File: src/rtl/fsup_pkg.sv
package fsup_pkg;

    typedef enum logic {
        AR_RUN = 1'b0,
        AR_OFF = 1'b1
    } ar_state_e;

    typedef struct packed {
        logic rail_lock;
        logic ovp_lock;
    } rail_state_t;

endpackage

File: src/rtl/fsup_rail_guard.sv
module fsup_rail_guard
    import fsup_pkg::*;
(
    input  logic clk,
    input  logic rst_n,
    input  logic rail_above_on,
    input  logic rail_below_off,
    input  logic ovp_current,
    output logic rail_lock,
    output logic ovp_lock
);

    rail_state_t s_d, s_q;

    always_comb begin
        s_d = s_q;
        // rail hysteresis: the low level wins over the high level
        if (rail_below_off) begin
            s_d.rail_lock = 1'b1;
        end else if (rail_above_on) begin
            s_d.rail_lock = 1'b0;
        end
        // overvoltage latch: set wins, clear only on power-down
        if (ovp_current) begin
            s_d.ovp_lock = 1'b1;
        end else if (rail_below_off) begin
            s_d.ovp_lock = 1'b0;
        end
    end

    always_ff @(posedge clk or negedge rst_n) begin
        if (!rst_n) begin
            s_q <= '{rail_lock: 1'b1, ovp_lock: 1'b0};
        end else begin
            s_q <= s_d;
        end
    end

    assign rail_lock = s_q.rail_lock;
    assign ovp_lock  = s_q.ovp_lock;

endmodule

File: src/rtl/fsup_thermal.sv
module fsup_thermal (
    input  logic clk,
    input  logic rst_n,
    input  logic temp_over,
    input  logic temp_recovered,
    output logic therm_lock
);

    logic lock_d, lock_q;

    always_comb begin
        lock_d = lock_q;
        if (temp_over) begin
            lock_d = 1'b1;
        end else if (temp_recovered) begin
            lock_d = 1'b0;
        end
    end

    always_ff @(posedge clk or negedge rst_n) begin
        if (!rst_n) begin
            lock_q <= 1'b0;
        end else begin
            lock_q <= lock_d;
        end
    end

    assign therm_lock = lock_q;

endmodule

File: src/rtl/fsup_line_gate.sv
module fsup_line_gate (
    input  logic clk,
    input  logic rst_n,
    input  logic arm,
    input  logic line_uv,
    output logic line_wait
);

    logic wait_d, wait_q;

    always_comb begin
        wait_d = wait_q;
        if (arm) begin
            wait_d = 1'b1;
        end else if (!line_uv) begin
            wait_d = 1'b0;
        end
    end

    always_ff @(posedge clk or negedge rst_n) begin
        if (!rst_n) begin
            wait_q <= 1'b1;
        end else begin
            wait_q <= wait_d;
        end
    end

    assign line_wait = wait_q;

endmodule

File: src/rtl/fsup_restart_timer.sv
module fsup_restart_timer
    import fsup_pkg::*;
#(
    parameter int WDOG_TICKS = 8448,
    parameter int OFF_TICKS  = 330000
) (
    input  logic clk,
    input  logic rst_n,
    input  logic tick,
    input  logic fb_low,
    input  logic hold_clear,
    input  logic rail_lock,
    input  logic line_uv,
    output logic restart_off,
    output logic off_end
);

    localparam int MAX_TICKS = (WDOG_TICKS > OFF_TICKS) ? WDOG_TICKS : OFF_TICKS;
    localparam int CNT_W     = $clog2(MAX_TICKS + 1);
    localparam logic [CNT_W-1:0] WD_LAST  = CNT_W'(WDOG_TICKS - 1);
    localparam logic [CNT_W-1:0] OFF_LAST = CNT_W'(OFF_TICKS - 1);

    typedef struct packed {
        ar_state_e        st;
        logic [CNT_W-1:0] cnt;
    } tmr_t;

    tmr_t t_d, t_q;

    always_comb begin
        t_d     = t_q;
        off_end = 1'b0;
        case (t_q.st)
            AR_RUN: begin
                if (hold_clear || fb_low) begin
                    t_d.cnt = '0;
                end else if (tick) begin
                    if (t_q.cnt == WD_LAST) begin
                        t_d.st  = AR_OFF;
                        t_d.cnt = '0;
                    end else begin
                        t_d.cnt = t_q.cnt + 1'b1;
                    end
                end
            end
            AR_OFF: begin
                if (rail_lock) begin
                    t_d.st  = AR_RUN;
                    t_d.cnt = '0;
                    off_end = 1'b1;
                end else if (tick && !line_uv) begin
                    if (t_q.cnt == OFF_LAST) begin
                        t_d.st  = AR_RUN;
                        t_d.cnt = '0;
                        off_end = 1'b1;
                    end else begin
                        t_d.cnt = t_q.cnt + 1'b1;
                    end
                end
            end
            default: begin
                t_d = '{st: AR_RUN, cnt: '0};
            end
        endcase
    end

    always_ff @(posedge clk or negedge rst_n) begin
        if (!rst_n) begin
            t_q <= '{st: AR_RUN, cnt: '0};
        end else begin
            t_q <= t_d;
        end
    end

    assign restart_off = (t_q.st == AR_OFF);

endmodule

File: src/rtl/fsup_supervisor.sv
module fsup_supervisor #(
    parameter int WDOG_TICKS = 8448,
    parameter int OFF_TICKS  = 330000
) (
    input  logic clk,
    input  logic rst_n,
    input  logic osc_tick,
    input  logic rail_above_on,
    input  logic rail_below_off,
    input  logic line_above_start,
    input  logic line_res_absent,
    input  logic temp_over,
    input  logic temp_recovered,
    input  logic ovp_current,
    input  logic fb_low_evt,
    output logic sw_permit,
    output logic lk_rail,
    output logic lk_line,
    output logic lk_thermal,
    output logic lk_ovp,
    output logic lk_restart
);

    logic line_uv;
    logic other_lock;
    logic off_end;

    assign line_uv    = !line_above_start && !line_res_absent;
    assign other_lock = lk_rail || lk_line || lk_thermal || lk_ovp;

    fsup_rail_guard u_rail (
        .clk            (clk),
        .rst_n          (rst_n),
        .rail_above_on  (rail_above_on),
        .rail_below_off (rail_below_off),
        .ovp_current    (ovp_current),
        .rail_lock      (lk_rail),
        .ovp_lock       (lk_ovp)
    );

    fsup_thermal u_therm (
        .clk            (clk),
        .rst_n          (rst_n),
        .temp_over      (temp_over),
        .temp_recovered (temp_recovered),
        .therm_lock     (lk_thermal)
    );

    fsup_line_gate u_line (
        .clk       (clk),
        .rst_n     (rst_n),
        .arm       (lk_rail || off_end),
        .line_uv   (line_uv),
        .line_wait (lk_line)
    );

    fsup_restart_timer #(
        .WDOG_TICKS (WDOG_TICKS),
        .OFF_TICKS  (OFF_TICKS)
    ) u_tmr (
        .clk         (clk),
        .rst_n       (rst_n),
        .tick        (osc_tick),
        .fb_low      (fb_low_evt),
        .hold_clear  (other_lock),
        .rail_lock   (lk_rail),
        .line_uv     (line_uv),
        .restart_off (lk_restart),
        .off_end     (off_end)
    );

    assign sw_permit = !(other_lock || lk_restart);

endmodule

File: config.mk
export PLATFORM = sky130hd
export DESIGN_NAME = fsup_supervisor
export DESIGN_NICKNAME = d
export VERILOG_FILES = /design/src/rtl/fsup_pkg.sv /design/src/rtl/fsup_rail_guard.sv /design/src/rtl/fsup_thermal.sv /design/src/rtl/fsup_line_gate.sv /design/src/rtl/fsup_restart_timer.sv /design/src/rtl/fsup_supervisor.sv
export SDC_FILE = /design/constraint.sdc
export NUM_CORES = 1
export LEC_CHECK = 0
export ABC_AREA = 1
export BUFFER_PORTS_ARGS = -buffer_cell sky130_fd_sc_hd__clkbuf_2
export CELL_PAD_IN_SITES_DETAIL_PLACEMENT = 1
export CELL_PAD_IN_SITES_GLOBAL_PLACEMENT = 1
export CORE_MARGIN = 1
export CORE_UTILIZATION = 38
export DETAILED_ROUTE_END_ITERATION = 8
export GPL_ROUTABILITY_DRIVEN = 0
export PLACE_DENSITY = 0.76
export SLEW_MARGIN = 5
export SYNTH_ARGS = -nofsm -noshare
export SYNTH_HDL_FRONTEND = slang
export SYNTH_SLANG_ARGS = --single-unit
File: constraint.sdc
create_clock -name clk -period 1.5 [get_ports clk]
set_input_delay 0.45 -clock clk [delete_from_list [all_inputs] [get_ports clk]]
set_output_delay 0.45 -clock clk [all_outputs]
set_load 0.03 [all_outputs]
==> key figures <==
Status
  • Outcome: complete, but fails checks
  • Failing checks: negative setup slack

Worst setup path
  • RR Endpoint: u_tmr.t_q[14]
  • Depth of the most critical reg-to-reg path: 9
  • Critical path origin: u_rail.rail_lock
  • RR Startpoint: u_rail.ovp_lock
  • Crit-path cells: nor2_2 > buf_4 > nand2_2 > nor2_2 > clkbuf_8
  • CP Capture Type: output pin
  • CP Launch Type: flip-flop
  • Most used cell, CP: nor2_2
  • Crit-path slowest cell: dfstp_2
  • Critical Path AT: 1.27 ns
  • Worst setup endpoint: sw_permit
  • CP Max Fanout: 2
  • WP data required: 1.05 ns
  • Critical path class: flip-flop to output pin
  • CP max stage delay: 0.57 ns
  • R2r setup slk: -0.14 ns

Synthesis
  • Post-synth EDFFs: 0
  • Top post-synthesis cells by area: dfrtp_1 (34%), nand2_1 (13%), nor2_1 (7.9%)
  • Fraction of registers with async set/reset: 100.0%
  • Ys Warns: 0
  • Synth area leader: dfrtp_1
  • Cells after Synth: 226
  • Net Count, Synth: 238
  • Most common flop cell mapped by yosys: dfrtp_1
  • Seq cells post-synth: 24
  • Netlist cell types: 30
  • Area share of the largest cell type after synthesis: 34.08%
  • Synthesized area per cell: 7.147 µm²
  • Mapped cell area: 1615 µm²
  • Register area share after synthesis: 37.34%

Global routing
  • Initial antenna violation count: 0
  • Pin count of the biggest net entering global routing: 25
  • First-pass GRT wire length: 8.004 mm
  • Total track usage: 23.95%
  • Number of global-route vias before repair: 1668
  • Gr ovfl total: 0

Final layout
  • Most frequent cells in the layout: nand2_1 (55), buf_4 (33), nor2_1 (28), dfrtp_1 (20), inv_1 (18)
  • Area of the multi-input gates: 954.7 µm²
  • Share of cells above drive strength 1: 38.71%
  • Finished Cell Area: 2213 µm²
  • Number of antenna diodes: 0
  • Filler instances: 503
  • Nets: 292
  • Commonest non-fill, non-tap cell in the layout: nand2_1
  • Area growth, synth to finish: 37.03%
  • Reg area: 605.6 µm²

STA
  • Final Hold Fails: 0
  • Final worst slack: -0.2241 ns
  • Clk_skew: 0.004622 ns
  • Period minus WS final: 1.724 ns
  • Least-Margin Pin Slew: 0.3406 ns
  • Fin Hold WS: 0.1505 ns
  • Final TNS setup: -1.690 ns
  • Normalized max-slew margin: 77.29%
  • Fmax: 0.5800 GHz
  • Tcrit/Tclk final: 114.9%
  • Max-slew violations: 0
  • Final setup vio count: 22
  • Unrepaired setup endpoints after global routing: yes

Clocking
  • Clk Latency, worst-skew pair: 0.28 ns
  • H-tree depth: 1
  • Clock transition at path regs: 0.09 ns
  • Clock buffer depth: 2
  • Total clock sinks: 24
  • CTS tree: yes
  • Total CTS buffers: 3
  • Root Driver: clkbuf_8

Place
  • Post-DP Area: 1969 µm²
  • DP HPWL: 3.749 mm
  • Port buffer count: 16
  • Pre-CTS WS: -0.09932 ns

Floorplanning
  • Die Y: 67.20 µm
  • Full die area: 4516 µm²
  • Num ports: 17
  • FP Rows: 23
  • Core area: 4029 µm²
  • Starting Density: 40.09%
  • Die width: 67.20 µm

Power and ir drop
  • Cell Pwr Density: 575.1 nW/µm²
  • Leak pwr: 1.003 nW
  • Post-layout power: 0.001273 W
  • VDD IR max: 0.3225 mV

Route
  • Drt pass-1 iters: 4
  • Post-route ant nets: 0
  • Routed WL per cell: 17.30 µm
  • Drt initial violations: 62
  • Vias per std cell: 5.134
  • DR vias: 1689
  • Post-Route WL: 5.693 mm
  • DRC: 0

Flow run
  • Max cap viols: 0

Min path
  • Hold WC Path Type: input pin to async pin
[synth_stat cells (2+ instances only)]
master / number
a21oi_1: 5
buf_2: 3
buf_6: 3
dfrtp_1: 22
dfstp_2: 2
inv_1: 18
inv_2: 6
nand2_1: 58
nand2_2: 3
nand2_4: 3
nand3_1: 16
nand3_2: 4
nand4_1: 10
nor2_1: 34
nor2_2: 4
nor2_4: 3
nor3_1: 2
o21ai_0: 5
o21ai_1: 9
xnor2_1: 5
xor2_1: 2
[per-stage QoR]
step           instances  utilization, %
2_1_floorplan        226               -
3_3_place_gp         318           48.88
3_5_place_dp         318           48.88
4_1_cts              324           51.96
5_1_grt              329           54.94
6_report             329           54.94
[registers in the layout, summed over array words and instances, names as in the netlist]
register,cells
u_line.line_wait,1
u_rail.ovp_lock,1
u_rail.rail_lock,1
u_therm.therm_lock,1
u_tmr.restart_off,1
u_tmr.t_q,19
[worst min-delay path by stage]
stage	start	to	slack [ns]	cells past startpoint
2_1_floorplan	rst_n	u_rail.ovp_lock	0.15	0
6_report	rst_n	u_tmr.t_q[10]	0.15	2
3_5_place_dp	rst_n	u_tmr.t_q[7]	0.46	2
4_1_cts	rst_n	u_tmr.t_q[7]	0.16	2
5_1_grt	rst_n	u_tmr.t_q[11]	0.18	2
3_3_place_gp	rst_n	u_tmr.t_q[7]	0.46	2
[report_power, final]
group	internal, W	switching [W]	leakage [nW]
Combinational	0.0000641	0.0000730	0.655
Clock	0.000236	0.000237	0.0288
Sequential	0.000657	0.00000621	0.319
Total	0.000957	0.000316	1.00
[cell type report]
class                      count  area share (%)
clock buffer                   4           2.487
tap                           50           2.826
multi-input combinational    170           43.13
sequential                    24           27.36
inverter                      26           4.635
timing repair buffer          55           19.56
[timing repair]
action,CTS,global route
resized for setup,15,25
endpoints found under the setup margin,16,24
pin swaps,2,5
hold buffers,0,0
buffers inserted,2,5
[worst max-delay path: cells and delay by family, from the launching register on]
kind	cells	cell delay, ns
flops	1	0.57
simple gates	3	0.13
buf+inv	2	0.28
[metal layers]
| metal | part of all wire (%) | vias to the layer above | GRT usage (%) | wire, µm |
|---|---|---|---|---|
| li1 | - | 827 | - | - |
| met1 | 44 | 830 | 30.98 | 2494 |
| met2 | 52 | 26 | 40.75 | 2943 |
| met3 | 3.0 | 6 | 3.378 | 173 |
| met4 | 1.4 | 0 | 7.713 | 82 |
| met5 | 0 | - | 0 | 0 |
[cell families after synthesis]
group | count (synthesis) | synth area share (%)
adders and majority gates | 1 | 0.7745
DFF | 24 | 37.34
xor gates and xnor gates | 7 | 3.796
AOI/OAI and AO/OA | 23 | 7.823
buffers and inverters | 32 | 9.139
and+or+nand+nor | 139 | 41.13
No activity file was read; power rests on OpenSTA's default activity.
